### config.mk
export PLATFORM = sky130hd
export DESIGN_NAME = ipi_cmd_unit
export DESIGN_NICKNAME = d
export VERILOG_FILES = /design/src/rtl/ipi_cmd_unit.sv
export SDC_FILE = /design/constraint.sdc
export NUM_CORES = 1
export LEC_CHECK = 0
export BUFFER_PORTS_ARGS = -buffer_cell sky130_fd_sc_hd__buf_2
export CAP_MARGIN = 20
export CORE_MARGIN = 2
export CORE_UTILIZATION = 42
export DETAILED_ROUTE_END_ITERATION = 10
export PLACE_DENSITY = 0.82
export SYNTH_ARGS = -nofsm -noshare
export SYNTH_HDL_FRONTEND = slang
export SYNTH_SLANG_ARGS = --single-unit
### constraint.sdc
create_clock -name clk -period 2.08 [get_ports clk]
set_input_delay 0.208 -clock clk [delete_from_list [all_inputs] [get_ports clk]]
set_output_delay 0.208 -clock clk [all_outputs]
set_load 0.005 [all_outputs]
### src/rtl/ipi_cmd_unit.sv
module ipi_cmd_unit #(
  parameter int ADDR_W = 12,
  parameter logic [ADDR_W-1:0] LOW_OFF  = 'h300,
  parameter logic [ADDR_W-1:0] HIGH_OFF = 'h310
) (
  input  logic              clk,
  input  logic              rst_n,
  input  logic              bus_wr,
  input  logic [ADDR_W-1:0] bus_addr,
  input  logic [31:0]       bus_wdata,
  output logic [31:0]       bus_rdata,
  output logic              msg_valid,
  input  logic              msg_ready,
  output logic [7:0]        msg_dest,
  output logic [2:0]        msg_mode,
  output logic [7:0]        msg_vector,
  output logic              msg_level,
  output logic              msg_assert,
  output logic              msg_bcast,
  output logic              cmd_err
);
  localparam int BUSY_BIT  = 12;
  localparam int AST_BIT   = 14;
  localparam int LVL_BIT   = 15;
  localparam int BC_BIT    = 19;
  localparam logic [7:0] ALL_DEST = 8'hFF;

  logic [7:0] dest_q, snap_dest_q, vec_q;
  logic [2:0] mode_q;
  logic       lvl_q, ast_q, bc_q, busy_q, err_q;
  logic       wr_lo, wr_hi, launch, done;

  assign wr_lo  = bus_wr && (bus_addr == LOW_OFF);
  assign wr_hi  = bus_wr && (bus_addr == HIGH_OFF);
  assign launch = wr_lo && !busy_q;
  assign done   = busy_q && msg_ready;

  always_ff @(posedge clk) begin
    if (!rst_n) begin
      dest_q      <= '0;
      snap_dest_q <= '0;
      vec_q       <= '0;
      mode_q      <= '0;
      lvl_q       <= 1'b0;
      ast_q       <= 1'b0;
      bc_q        <= 1'b0;
      busy_q      <= 1'b0;
      err_q       <= 1'b0;
    end else begin
      if (wr_hi) dest_q <= bus_wdata[31:24];
      if (wr_lo && busy_q) err_q <= 1'b1;
      if (done) busy_q <= 1'b0;
      if (launch) begin
        busy_q      <= 1'b1;
        snap_dest_q <= dest_q;
        vec_q       <= bus_wdata[7:0];
        mode_q      <= bus_wdata[10:8];
        ast_q       <= bus_wdata[AST_BIT];
        lvl_q       <= bus_wdata[LVL_BIT];
        bc_q        <= bus_wdata[BC_BIT];
      end
    end
  end

  logic [31:0] lo_word;
  always_comb begin
    lo_word           = '0;
    lo_word[7:0]      = vec_q;
    lo_word[10:8]     = mode_q;
    lo_word[BUSY_BIT] = busy_q;
    lo_word[AST_BIT]  = ast_q;
    lo_word[LVL_BIT]  = lvl_q;
    lo_word[BC_BIT]   = bc_q;
  end

  assign bus_rdata  = (bus_addr == LOW_OFF)  ? lo_word :
                      (bus_addr == HIGH_OFF) ? {dest_q, 24'h0} : 32'h0;

  assign msg_valid  = busy_q;
  assign msg_dest   = bc_q ? ALL_DEST : snap_dest_q;
  assign msg_mode   = mode_q;
  assign msg_vector = vec_q;
  assign msg_level  = lvl_q;
  assign msg_assert = lvl_q ? ast_q : 1'b1;
  assign msg_bcast  = bc_q;
  assign cmd_err    = err_q;
endmodule

# Word level (Yosys, flattened, before mapping)
# Cells that the tools add are included.
# op_classes
n_eq_ne	2
n_reduce_logical	7
muxes	6
# ops
operator	count
2-to-1 mux 32 bit	2
equality test 12 x 10 -> 1 bit (second input constant)	2
2-to-1 mux 8 bit	1
logical AND 1 bit	5
2-to-1 mux 1 bit	3
nonzero test 2 bit	1
logical NOT 1 bit	1
# totals
out_inout_bits	56
ff_bits	32
inputBits	48
word_cells	24

# Logic depth before layout (Yosys ltp)
# Gate-level depths: netlist (run 1).
# logic_depth
depth_word	4
ltp_mapped	5
depth_no_buf	3

# Worst setup path before layout (run 1)
# Ideal clock, no wire load.
# synth_timing
kind	input to output
startpoint	in bus_addr[11]
endpoint	out bus_rdata[0]
t_required_ns	1.872
arrival_ns	1.581
cell_stages	4
setup_slack_ns	0.291
n_path_buf	1
path_cell_list	or4_4 nor4_1 clkbuf_1 and2_1
# synth_via
elab_chain_len	2
# synth_lines
item	line_no	text
from (decl)	9	input logic [ADDR_W-1:0] bus_addr,
equality test 12 x 10 -> 1 bit	76	assign bus_rdata = (bus_addr == LOW_OFF) ? lo_word :
2-to-1 mux 32 bit	76	
to (decl)	11	output logic [31:0] bus_rdata,
# No other way between the ends.

# Final worst setup path (run 1)
# layout_timing
startpoint	in bus_addr[11]
endpoint	out bus_rdata[4]
# The elaborated chain is that of the path after synthesis.

==> results.md, run 1 <==
Die:
- The placeable core region is about 3600 sq um.
- Pin placement for this block handled ~100 I/O pins.
- The floorplan die height is 65.22 microns.
- The standard-cell row count is 22.
- The width of the die is 65.22 microns.
- The overall die area is 4253 sq um.
- The effective utilization at floorplan is a little over two fifths.

STA:
- The number of failing hold endpoints at the final stage was 0.
- The clock period could shrink to ~1.8 ns.
- The final setup TNS is 0 ns.
- In the finished design, the share of the clock period the worst path needs comes to between 80% and 90%.
- After layout, the worst setup slack is ~0.31 ns.
- The clock arrives with about 0.0016 ns of skew.
- Setup repair after global routing left no endpoint under its margin.
- Setup violations remaining at the end of the flow were counted as 0.
- The peak clock frequency supported by timing is about 570 MHz.
- The max-slew violation count was 0.
- The worst hold slack across all endpoints is around 0.16 ns.

Final layout:
- The layout-stage area growth over the synthesis result is 35.21%.
- The area of all placed cells without fillers is 2128 sq um.
- Counting the fill cells in the layout gives about 350.
- Leaving out fill and tap cells, the most frequent cells in the layout are 84 x sky130_fd_sc_hd__buf_2, 53 x sky130_fd_sc_hd__nand2_1, 32 x sky130_fd_sc_hd__dfxtp_1.
- The repair_antennas step left the layout with diodes totalling 0.
- The most frequent standard cell in the layout excluding fill and tap cells is sky130_fd_sc_hd__buf_2.
- Summing all multi-input logic gate instances after layout gives around 840 sq um.
- The layout cell share with drive strength beyond 1 is between 40% and 50%.
- The net count reported at finish is ~310.
- The area used by sequential logic in the layout is about 640 sq um.

Clocking:
- Clock tree synthesis found a total of 32 sinks.
- Clock tree synthesis inserted a total of 5 buffers.
- The number of buffers inserted for hold repair after clock tree synthesis is 0.
- The clock-pin slew on the worst setup and hold paths is 0.06 ns.
- The post-cts resize count is 0.
- TritonCTS built the clock tree.
- The tree is rooted in a sky130_fd_sc_hd__clkbuf_8.
- The post-CTS setup-driven buffer insertion count is 0.
- The clock latency reported for the late side of the worst-skew pair is roughly 0.28 ns.
- Counting along the longest clock path gives a buffer depth of 2.
- The CTS H-tree depth is 2.

Pwr:
- The worst supply voltage drop on vdd is around 0.44 mV.
- The power density relative to cell area is slightly above 600 nW/um^2.
- The leakage power is between 1 and 1.5 nW.
- The total power after layout is 0.001322 W.

Route:
- The average wire per cell in the routed design is about 10 microns.
- For this run, design rule violations remaining after detail routing come to 0.
- The first TritonRoute pass finished after 2 iterations.
- The per-cell via count in the routed design is approximately 4.4.
- After the first detailed-routing iteration, the DRC count stood at 43.
- The final antenna-violating net count is 0.
- Summed over all layers, the routed wires come to ~3.2 mm.
- The number of vias in the routed layout is ~1,400.

Synth:
- Synthesis handed over a netlist of about 180 instances.
- A synthesized cell averages approximately 8.6 sq um.
- After synthesis the netlist holds a flip-flop and latch count of 32.
- The area fraction of the dominant cell type after synthesis is roughly two fifths.
- The Yosys step of the flow raised 0 warnings.
- sky130_fd_sc_hd__dfxtp_1 takes more of the synthesized area than any other cell.
- In this run, distinct cell masters in the synthesized netlist total 21.
- For this run, the register share of the synthesized area comes to approximately two fifths.
- In the post-synthesis netlist, the biggest area contributors are sky130_fd_sc_hd__dfxtp_1 41%, sky130_fd_sc_hd__mux2i_1 19%, sky130_fd_sc_hd__nand2_1 13%.
- Summing every instance area after synthesis gives between 1500 and 2000 sq um.

Min path:
- The worst hold path belongs to the class in2reg.

Place:
- The placer congestion estimate is about 0.76.
- The port buffer count is 84.
- The placed instances occupy a cell area of 2002 sq um.
- The HPWL after detailed placement is 2.364 mm.
- Before CTS, the worst setup slack after placement is slightly below 0.09 ns.

Global routing:
- The via count of the first global-routing pass came to approximately 1,300.
- Global routing used between 15 and 20% of the available tracks.
- The maximum number of pins on one net before global-route repair is 55.
- The sum of overflow across all layers after global routing is 0.
- The wire length of the first global-routing pass is about 5.2 mm.
- The initial antenna violation count is 0.

Setup path:
- The worst setup path is of the in2out kind.
- STA puts the critical path data required time at 1.87 ns.
- The critical path endpoint category is a primary output.
- The worst-path maximum fanout is 15.
- The arrival time at the worst endpoint is roughly 1.6 ns.
- STA classifies the critical path startpoint as an input pin.

Run status:
- The flow ran to the end, and the final reports show no timing, DRC or antenna violations.

Run:
- The number of max-cap violations is 0.
[sequential cells by signal (all words and copies together) (netlist names)]
name and count:
msg_bcast 1, dest_q 8, msg_level 1, snap_dest_q 8, msg_vector 8, cmd_err 1, ast_q 1, msg_mode 3
msg_valid 1
[synth_stat cells]
cell type / number
sky130_fd_sc_hd__nand3b_1: 1
sky130_fd_sc_hd__a21boi_1: 1
sky130_fd_sc_hd__or3_1: 1
sky130_fd_sc_hd__nor4_1: 3
sky130_fd_sc_hd__buf_6: 2
sky130_fd_sc_hd__nand2_1: 53
sky130_fd_sc_hd__or3b_2: 1
sky130_fd_sc_hd__o21a_1: 1
sky130_fd_sc_hd__or4_4: 1
sky130_fd_sc_hd__mux2i_1: 30
sky130_fd_sc_hd__clkbuf_1: 7
sky130_fd_sc_hd__nand2b_1: 2
sky130_fd_sc_hd__dfxtp_1: 32
sky130_fd_sc_hd__conb_1: 1
sky130_fd_sc_hd__nand4bb_1: 1
sky130_fd_sc_hd__or4_1: 2
sky130_fd_sc_hd__and2_1: 23
sky130_fd_sc_hd__buf_4: 9
sky130_fd_sc_hd__inv_1: 1
sky130_fd_sc_hd__buf_2: 2
sky130_fd_sc_hd__or2_2: 8
[cell type report]
type / instances / share of cell area (%)
Tap cell: 48 / 2.822
Clock buffer: 7 / 4.527
Multi-Input combinational cell: 137 / 39.45
Clock inverter: 1 / 1.411
Timing Repair Buffer: 89 / 21.52
Sequential cell: 32 / 30.10
Inverter: 1 / 0.1764
[through the flow]
step | instances | util [%]
floorplan | 190 | -
global placement | 307 | 55.10
detailed placement | 307 | 55.10
CTS | 315 | 58.57
global route | 315 | 58.57
finish | 315 | 58.57
[critical path, stage by stage]
cell                     delay, ns
sky130_fd_sc_hd__buf_2        0.10
sky130_fd_sc_hd__or4_4        0.56
sky130_fd_sc_hd__nor4_2       0.22
sky130_fd_sc_hd__buf_4        0.21
sky130_fd_sc_hd__and2_1       0.15
sky130_fd_sc_hd__buf_2        0.11
[final timing paths]
| check | from | to | slack, ns | cells after the start |
|---|---|---|---|---|
| min reg2reg | snap_dest_q[7]$_SDFFE_PN0P_ | snap_dest_q[7]$_SDFFE_PN0P_ | 0.46 | 2 |
| max | bus_addr[11] | bus_rdata[4] | 0.31 | 6 |
| min | bus_wdata[27] | dest_q[3]$_SDFFE_PN0P_ | 0.16 | 3 |
| max reg2reg | msg_valid$_SDFFE_PN0P_ | snap_dest_q[5]$_SDFFE_PN0P_ | 0.37 | 4 |
[kinds of logic (layout without fill, tap and decap cells)]
family / count (synthesis) / after routing / synth area share (%)
AOI/OAI and AO/OA: 2 / 2 / 0.9543
buffers and inverters: 21 / 98 / 8.267
DFF: 32 / 32 / 40.70
muxes: 30 / 30 / 19.08
other: 1 / 9 / 0.2382
and+or+nand+nor: 96 / 96 / 30.76
[metal layers]
metal | GRT usage [%] | share of wire, % | vias to the layer above
met5 | 0 | 0 | -
met4 | 6.250 | 0.95 | 0
met3 | 4.623 | 7.4 | 4
met2 | 28.83 | 48 | 55
met1 | 17.43 | 43 | 601
li1 | - | - | 733
[where the power goes]
| group | total [W] | internal [W] | switching [W] |
|---|---|---|---|
| clock network | 0.000637 | 0.000422 | 0.000215 |
| registers | 0.000613 | 0.000613 | 0.0000000296 |
| logic | 0.0000717 | 0.0000348 | 0.0000370 |
| total | 0.00132 | 0.00107 | 0.000252 |
Power figures use the tool's default switching activity.
==> run 2, diff against run 1 <==
==> constraint.sdc (replaced) <==
create_clock -name clk -period 2.08 [get_ports clk]
set_input_delay 0.312 -clock clk [delete_from_list [all_inputs] [get_ports clk]]
set_output_delay 0.312 -clock clk [all_outputs]
set_load 0.005 [all_outputs]
==> run 2 against run 1 <==
  * Total power down 15%
  * Register-to-register slack hardly changed
  * Critical path depth stayed put
  * Via count up 0.57%
==> results.md, run 2 (synthesis results as in run 1) <==
Run status:
- The run finished with clean final reports.

Die:
- The placeable core region is 3633 sq um (unchanged).
- The top-level I/O count is 104 (unchanged).
- The width of the die is 65.22 microns (unchanged).
- The floorplan die height is 65.22 microns (unchanged).
- The standard-cell row count is 22 (unchanged).
- The overall die area came to 4253 sq um (unchanged).
- The effective utilization at floorplan is 43.32% (unchanged).

Global routing:
- The maximum number of pins on one net before global-route repair is 34 (-38%).
- The wire length of the first global-routing pass is 5.030 mm (-4.1%).
- The sum of overflow across all layers after global routing came to 0 (unchanged).
- The via count of the first global-routing pass is 1,183 (-5.8%).
- The initial antenna violation count came to 0 (unchanged).
- The overall track demand over capacity in global routing is 15.37% (-0.58 points).

Run:
- The number of max-cap violations is 0 (unchanged).

Final layout:
- The number of fillers in the final layout is 347 (-0.29%).
- The area of the multi-input gates is 845.8 sq um (+0.75%).
- Relative to the synthesized area, the layout overhead comes to 33.78%.
- The area of all placed cells without fillers came to 2106 sq um (-1.1%).
- The antenna diode count is 0 (unchanged).
- Leaving out fill and tap cells, the most frequent cell in the layout is sky130_fd_sc_hd__buf_2.
- The library cells used most frequently in the layout, excluding fill and tap cells, are 84 x sky130_fd_sc_hd__buf_2, 53 x sky130_fd_sc_hd__nand2_1, 32 x sky130_fd_sc_hd__dfxtp_1.
- The net count reported at finish was 315 (+0.32%).
- The final core area utilization is 57.95% (-0.62 points).
- The layout cell share with drive strength beyond 1 is 40.45% (unchanged).
- The area used by sequential logic in the layout is 640.6 sq um (unchanged).

STA:
- The post-route clock skew is 0.003680 ns (+0.002120 ns).
- Setup repair after global routing left no endpoint under its margin.
- The worst-case setup margin in the final layout is 0.1106 ns (-0.2013 ns).
- The peak clock frequency supported by timing is 507.8 MHz (-10%).
- The final setup TNS came to 0 ns (unchanged).
- The max-slew violation count was 0 (unchanged).
- The worst hold slack across all endpoints was 0.2690 ns (+0.1064 ns).
- The final setup violation count is 0 (unchanged).
- The time the final worst path needs with I/O delays and setup is 1.969 ns (+0.2013 ns).
- The number of failing hold endpoints at the final stage was 0 (unchanged).
- The final clock period utilization by the worst path came to 94.68% (+9.7 points).

Pwr:
- The worst supply voltage drop on vdd was 0.3866 mV (-12%).
- The leakage power is 1.269 nW (-1.1%).
- The power density relative to cell area is 530.5 nW/um^2 (-15%).

Clocking:
- The CTS H-tree depth is 2 (unchanged).
- The clock-pin slew on the worst setup and hold paths is 0.06 ns (about the same).
- The number of buffers inserted for hold repair after clock tree synthesis was 0 (unchanged).
- The largest buffer count on any clock path is 2 (unchanged).
- The clock latency reported for the late side of the worst-skew pair was 0.28 ns (about the same).
- The count of clock tree sinks is 32 (unchanged).
- The CTS tree is built.
- Clock tree synthesis selected as its root buffer the cell sky130_fd_sc_hd__clkbuf_8.
- The clock buffer count from CTS came to 5 (unchanged).

Route:
- The number of vias in the routed layout is 1,401 (+0.57%).
- The per-cell via count in the routed design is 4.448 (+0.57%).
- The number of remaining DRC errors is 0 (unchanged).
- The sum of routed wire length over all layers is 3.171 mm (-2.4%).
- The average wire per cell in the routed design is 10.07 microns (-2.4%).
- The number of detailed-routing iterations run before antenna repair was 4 (+2).
- The final antenna-violating net count is 0 (unchanged).
- The first-iteration detailed-routing DRC count came to 32 (-26%).

Setup path:
- The sum of buffers and inverters on the critical path is 3 (unchanged).
- STA classifies the critical path startpoint as an input pin.
- The critical path is of the in2out type.
- The worst-path maximum fanout is 15 (unchanged).
- The critical path goes through buf_2 -> or4_4 -> nor4_2 -> buf_4 -> and2_1 -> buf_2.
- The arrival time at the worst endpoint is 1.66 ns (+0.10 ns).
- The stage delay of the slowest cell on the critical path is 0.57 ns (about the same).
- The slowest library cell on the worst path is sky130_fd_sc_hd__or4_4.
- The required arrival time at the worst endpoint is 1.77 ns (-0.10 ns).
- The cell family contributing the most delay on the critical path is simple AND/OR/NAND/NOR gates.
- STA classifies the critical path endpoint as a primary output.
- The cell type with the highest occurrence count on the critical path is sky130_fd_sc_hd__buf_2.

Place:
- The port buffer count is 84 (unchanged).
- The worst setup timing slack at the placement stage is 0.06831 ns (-0.02020 ns).
- The HPWL after detailed placement was 2.386 mm (+0.91%).
- The placer congestion estimate came to 0.7367 (-2.4%).
- The total placed instance area is 2022 sq um (+1.0%).

Min path:
- The path class of the tightest hold or removal check is in2reg.
-- run 2: changes by cell type in the layout (fill, tap and decap cells not counted) --
cell | before | now
sky130_fd_sc_hd__nor4_2 | 1 | 2
sky130_fd_sc_hd__clkbuf_1 | 0 | 1
sky130_fd_sc_hd__buf_12 | 0 | 1
sky130_fd_sc_hd__bufinv_16 | 1 | 0
sky130_fd_sc_hd__clkinv_2 | 0 | 1
sky130_fd_sc_hd__nor4_1 | 2 | 1
sky130_fd_sc_hd__clkbuf_8 | 7 | 5
-- run 2: through the flow --
step	total power, W	instances
CTS	0.001136	315
detailed placement	0.0007007	308
global route	0.001172	315
global placement	0.0007001	308
floorplan	0.0006714	190
finish	0.001117	315
-- run 2: final timing paths --
kind | from | end | slack, ns | cells after the start
worst max-delay path | bus_addr[11] | bus_rdata[19] | 0.11 | 6
worst min-delay path | bus_wdata[28] | dest_q[4]$_SDFFE_PN0P_ | 0.27 | 3
worst max register to register | msg_valid$_SDFFE_PN0P_ | snap_dest_q[2]$_SDFFE_PN0P_ | 0.37 | 4
worst min register to register | snap_dest_q[6]$_SDFFE_PN0P_ | snap_dest_q[6]$_SDFFE_PN0P_ | 0.45 | 2
-- run 2: what timing repair did --
item / in CTS / in global routing
resized for setup: 0 / 1
endpoints found under the hold margin: 0 / 0
setup endpoints to repair: 0 / 4
buffers inserted: 0 / 0
-- run 2: layout make-up --
class	count	area share, %
Inverter	1	0.1783
Sequential cell	32	30.42
Clock inverter	1	0.2377
Multi-Input combinational cell	137	40.17
Timing Repair Buffer	90	22.70
Clock buffer	6	3.446
Tap cell	48	2.852
-- run 2: worst register-to-register path, delay by kind of cell, from the launching register on --
family | cells | cell delay (ns)
and+or+nand+nor | 2 | 0.90
DFF | 1 | 0.34
buffers and inverters | 1 | 0.22
muxes | 1 | 0.14
-- run 2: metal layers --
layer  part of all wire [%]  global-route usage [%]  wire [microns]  vias up
met4                    1.3                   7.292              40        0
met2                     45                   25.13            1440       53
met1                     45                   18.07            1431      599
met3                    8.2                   5.137             260        5
li1                       -                       -               -      744
met5                      0                       0               0        -
-- run 2: power by group --
group	switching [W]	internal, W
combinational	0.0000371	0.0000373
sequential	0.0000000292	0.000613
clock	0.000203	0.000227
total	0.000240	0.000877
==> run 3, diff against run 2 <==
- BUFFER_PORTS_ARGS: -buffer_cell sky130_fd_sc_hd__buf_2 -> -buffer_cell sky130_fd_sc_hd__buf_4
==> run 3 against run 2 <==
  * Utilization is 6.9 points higher
  * Die area is the same
  * Clock skew grew 0.0022 ns
  * Routed wire length grew 9.0%
  * Clock power increased by 50%
  * Global-route usage increased by 1.4 points
  * Maximum frequency about the same
  * First-iteration DRC count rose by 120%
  * Critical endpoint is now bus_rdata[24]
==> results.md, run 3 (synthesis results as in run 1) <==
Run status:
- The flow ran to the end, and the final reports show no timing, DRC or antenna violations.

Final layout:
- The net count reported at finish is 314 (-0.32%).
- The antenna diode count is 0 (unchanged).
- Compared with the post-synthesis result, the final layout area differs by 49.76%.
- The most frequent standard cell in the layout excluding fill and tap cells is sky130_fd_sc_hd__buf_4.
- The area of all placed cells without fillers is 2357 sq um (+12%).
- The top cell types in the final layout, fill and taps aside, are 88 x sky130_fd_sc_hd__buf_4, 53 x sky130_fd_sc_hd__nand2_1, 32 x sky130_fd_sc_hd__dfxtp_1.
- The number of fillers in the final layout came to 339 (-2.3%).
- The layout cell share with drive strength beyond 1 is 40.82% (+0.37 points).

Route:
- The sum of routed wire length over all layers is 3.456 mm (+9.0%).
- The final antenna-violating net count came to 0 (unchanged).
- The number of remaining DRC errors was 0 (unchanged).
- The first-iteration detailed-routing DRC count came to 71 (+120%).
- The average wire per cell in the routed design is 10.97 microns (+9.0%).
- The number of vias in the routed layout was 1,418 (+1.2%).
- The number of detailed-routing iterations run before antenna repair is 4 (unchanged).
- The per-cell via count in the routed design is 4.502 (+1.2%).

Clocking:
- The count of clock tree sinks is 32 (unchanged).
- CTS placed an instance of sky130_fd_sc_hd__clkbuf_8 at the clock tree root.
- The post-CTS setup-driven buffer insertion count is 0 (unchanged).
- The clock latency reported for the late side of the worst-skew pair is 0.28 ns (about the same).
- The clock-pin slew on the worst setup and hold paths came to 0.07 ns (about the same).
- The clock buffer count from CTS is 5 (unchanged).
- TritonCTS built the clock tree.
- The largest buffer count on any clock path is 2 (unchanged).
- The CTS H-tree depth is 2 (unchanged).

Global routing:
- The wire length of the first global-routing pass was 5.699 mm (+13%).
- The via count of the first global-routing pass is 1,341 (+13%).
- The initial antenna violation count was 0 (unchanged).
- The met1 layer usage reported by global route came to 19.94% (+1.9 points).
- The most used routing layer in global routing is met2.
- The sum of overflow across all layers after global routing is 0 (unchanged).
- The overall track demand over capacity in global routing is 16.76% (+1.4 points).
- The maximum number of pins on one net before global-route repair was 55 (+62%).
- The global-route met3 utilization is 6.164% (+1.0 points).
- The routing usage on met2 is 28.70% (+3.6 points).

Die:
- The width of the die is 65.22 microns (unchanged).
- The floorplan die height is 65.22 microns (unchanged).
- The standard-cell row count is 22 (unchanged).
- The effective utilization at floorplan was 43.32% (unchanged).
- The top-level I/O count is 104 (unchanged).
- The overall die area came to 4253 sq um (unchanged).
- The placeable core region is 3633 sq um (unchanged).

Pwr:
- The worst supply voltage drop on vdd is 0.4164 mV (+7.7%).
- The power density relative to cell area was 571.9 nW/um^2 (+7.8%).
- The leakage power was 1.318 nW (+3.8%).

STA:
- The worst hold slack across all endpoints is 0.2768 ns (+0.007810 ns).
- Setup repair after global routing left no endpoint under its margin.
- The final clock period utilization by the worst path came to 94.62% (about the same).
- The time the final worst path needs with I/O delays and setup is 1.968 ns (-0.001360 ns).
- The final setup violation count is 0 (unchanged).
- The number of failing hold endpoints at the final stage is 0 (unchanged).
- The post-route clock skew is 0.005924 ns (+0.002244 ns).
- The max-slew violation count is 0 (unchanged).
- The peak clock frequency supported by timing came to 508.1 MHz (about the same).
- The final setup TNS is 0 ns (unchanged).
- The worst-case setup margin in the final layout is 0.1119 ns (+0.001360 ns).

Place:
- The port buffer count is 84 (unchanged).
- The HPWL after detailed placement is 2.533 mm (+6.2%).
- The placer congestion estimate is 0.7444 (+1.0%).
- The worst setup timing slack at the placement stage is 0.06351 ns (-0.004804 ns).
- The total placed instance area is 2212 sq um (+9.4%).

Setup path:
- The worst register-to-register path ends at msg_bcast$_SDFFE_PN0P_.
- The reg2reg setup slack is 0.37 ns (about the same).
- The kind of start point of the critical path is an input pin.
- STA classifies the critical path endpoint as a primary output.
- The kind of critical path is in2out.
- In this run the worst setup path begins at bus_addr[11].
- The timing endpoint of the critical path is bus_rdata[24].
- The worst-path maximum fanout is 8 (-7).
- In this run the critical register-to-register path is launched from msg_valid$_SDFFE_PN0P_.
- The worst reg2reg path depth is 4 (unchanged).
- The arrival time at the worst endpoint is 1.66 ns (about the same).
- The required arrival time at the worst endpoint is 1.77 ns (about the same).

Min path:
- The hold path depth was 3 (unchanged).
- The class of the most critical hold timing path is in2reg.

Run:
- The number of max-cap violations is 0 (unchanged).
run 3: cell types whose count changed in the layout (fill, tap and decap cells not counted), sizes merged:
cell | before | now
clkinv | 1 | 0
buf | 90 | 89
clkbuf | 6 | 7
bufinv | 0 | 1
run 3: repair_timing:
action                                 CTS  global route
setup endpoints to repair                0            19
hold buffers                             0             0
endpoints found under the hold margin    0             0
gates resized for setup                  0             3
run 3: per-stage QoR:
step	utilization, %	std cells	power [W]
2_1_floorplan	-	190	0.0006714
3_3_place_gp	60.88	307	0.0007141
3_5_place_dp	60.88	307	0.0007150
4_1_cts	64.36	315	0.001361
5_1_grt	64.88	315	0.001403
6_report	64.88	315	0.001348
run 3: worst max-delay path, stage by stage:
cell and delay [ns]:
sky130_fd_sc_hd__buf_4 0.11, sky130_fd_sc_hd__or4_4 0.57, sky130_fd_sc_hd__nor4_2 0.23, sky130_fd_sc_hd__buf_4 0.19
sky130_fd_sc_hd__and2_1 0.13, sky130_fd_sc_hd__buf_4 0.11
run 3: where the power goes:
group | leakage (nW) | internal, W | total (W) | switching [W]
logic | 0.996 | 0.0000529 | 0.0000906 | 0.0000377
registers | 0.258 | 0.000613 | 0.000613 | 0.0000000309
clock network | 0.0645 | 0.000422 | 0.000645 | 0.000222
run 3: worst min-delay path by stage:
| stage | start | end | slack [ns] |
|---|---|---|---|
| 6_report | bus_wdata[27] | dest_q[3]$_SDFFE_PN0P_ | 0.28 |
| 5_1_grt | bus_wdata[3] | msg_vector[3]$_SDFFE_PN0P_ | 0.28 |
| 4_1_cts | bus_wdata[27] | dest_q[3]$_SDFFE_PN0P_ | 0.27 |
| 2_1_floorplan | snap_dest_q[0]$_SDFFE_PN0P_ | snap_dest_q[0]$_SDFFE_PN0P_ | 0.43 |
| 3_3_place_gp | snap_dest_q[3]$_SDFFE_PN0P_ | snap_dest_q[3]$_SDFFE_PN0P_ | 0.44 |
| 3_5_place_dp | snap_dest_q[7]$_SDFFE_PN0P_ | snap_dest_q[7]$_SDFFE_PN0P_ | 0.45 |
run 3: routing by layer:
layer | vias up | wire, microns
met3 | 2 | 286
met4 | 0 | 8
met5 | - | 0
met1 | 626 | 1479
li1 | 737 | -
met2 | 53 | 1682
run 3: final cells by class:
class | count | area [sq um] | area share [%]
clock buffers | 7 | 96.34 | 4.087
well taps | 48 | 60.06 | 2.548
repair buffers | 89 | 671.9 | 28.50
inverters | 1 | 3.754 | 0.1592
flip-flops and latches | 32 | 640.6 | 27.18
multi-input cells | 137 | 854.6 | 36.25
clock inverters | 1 | 30.03 | 1.274
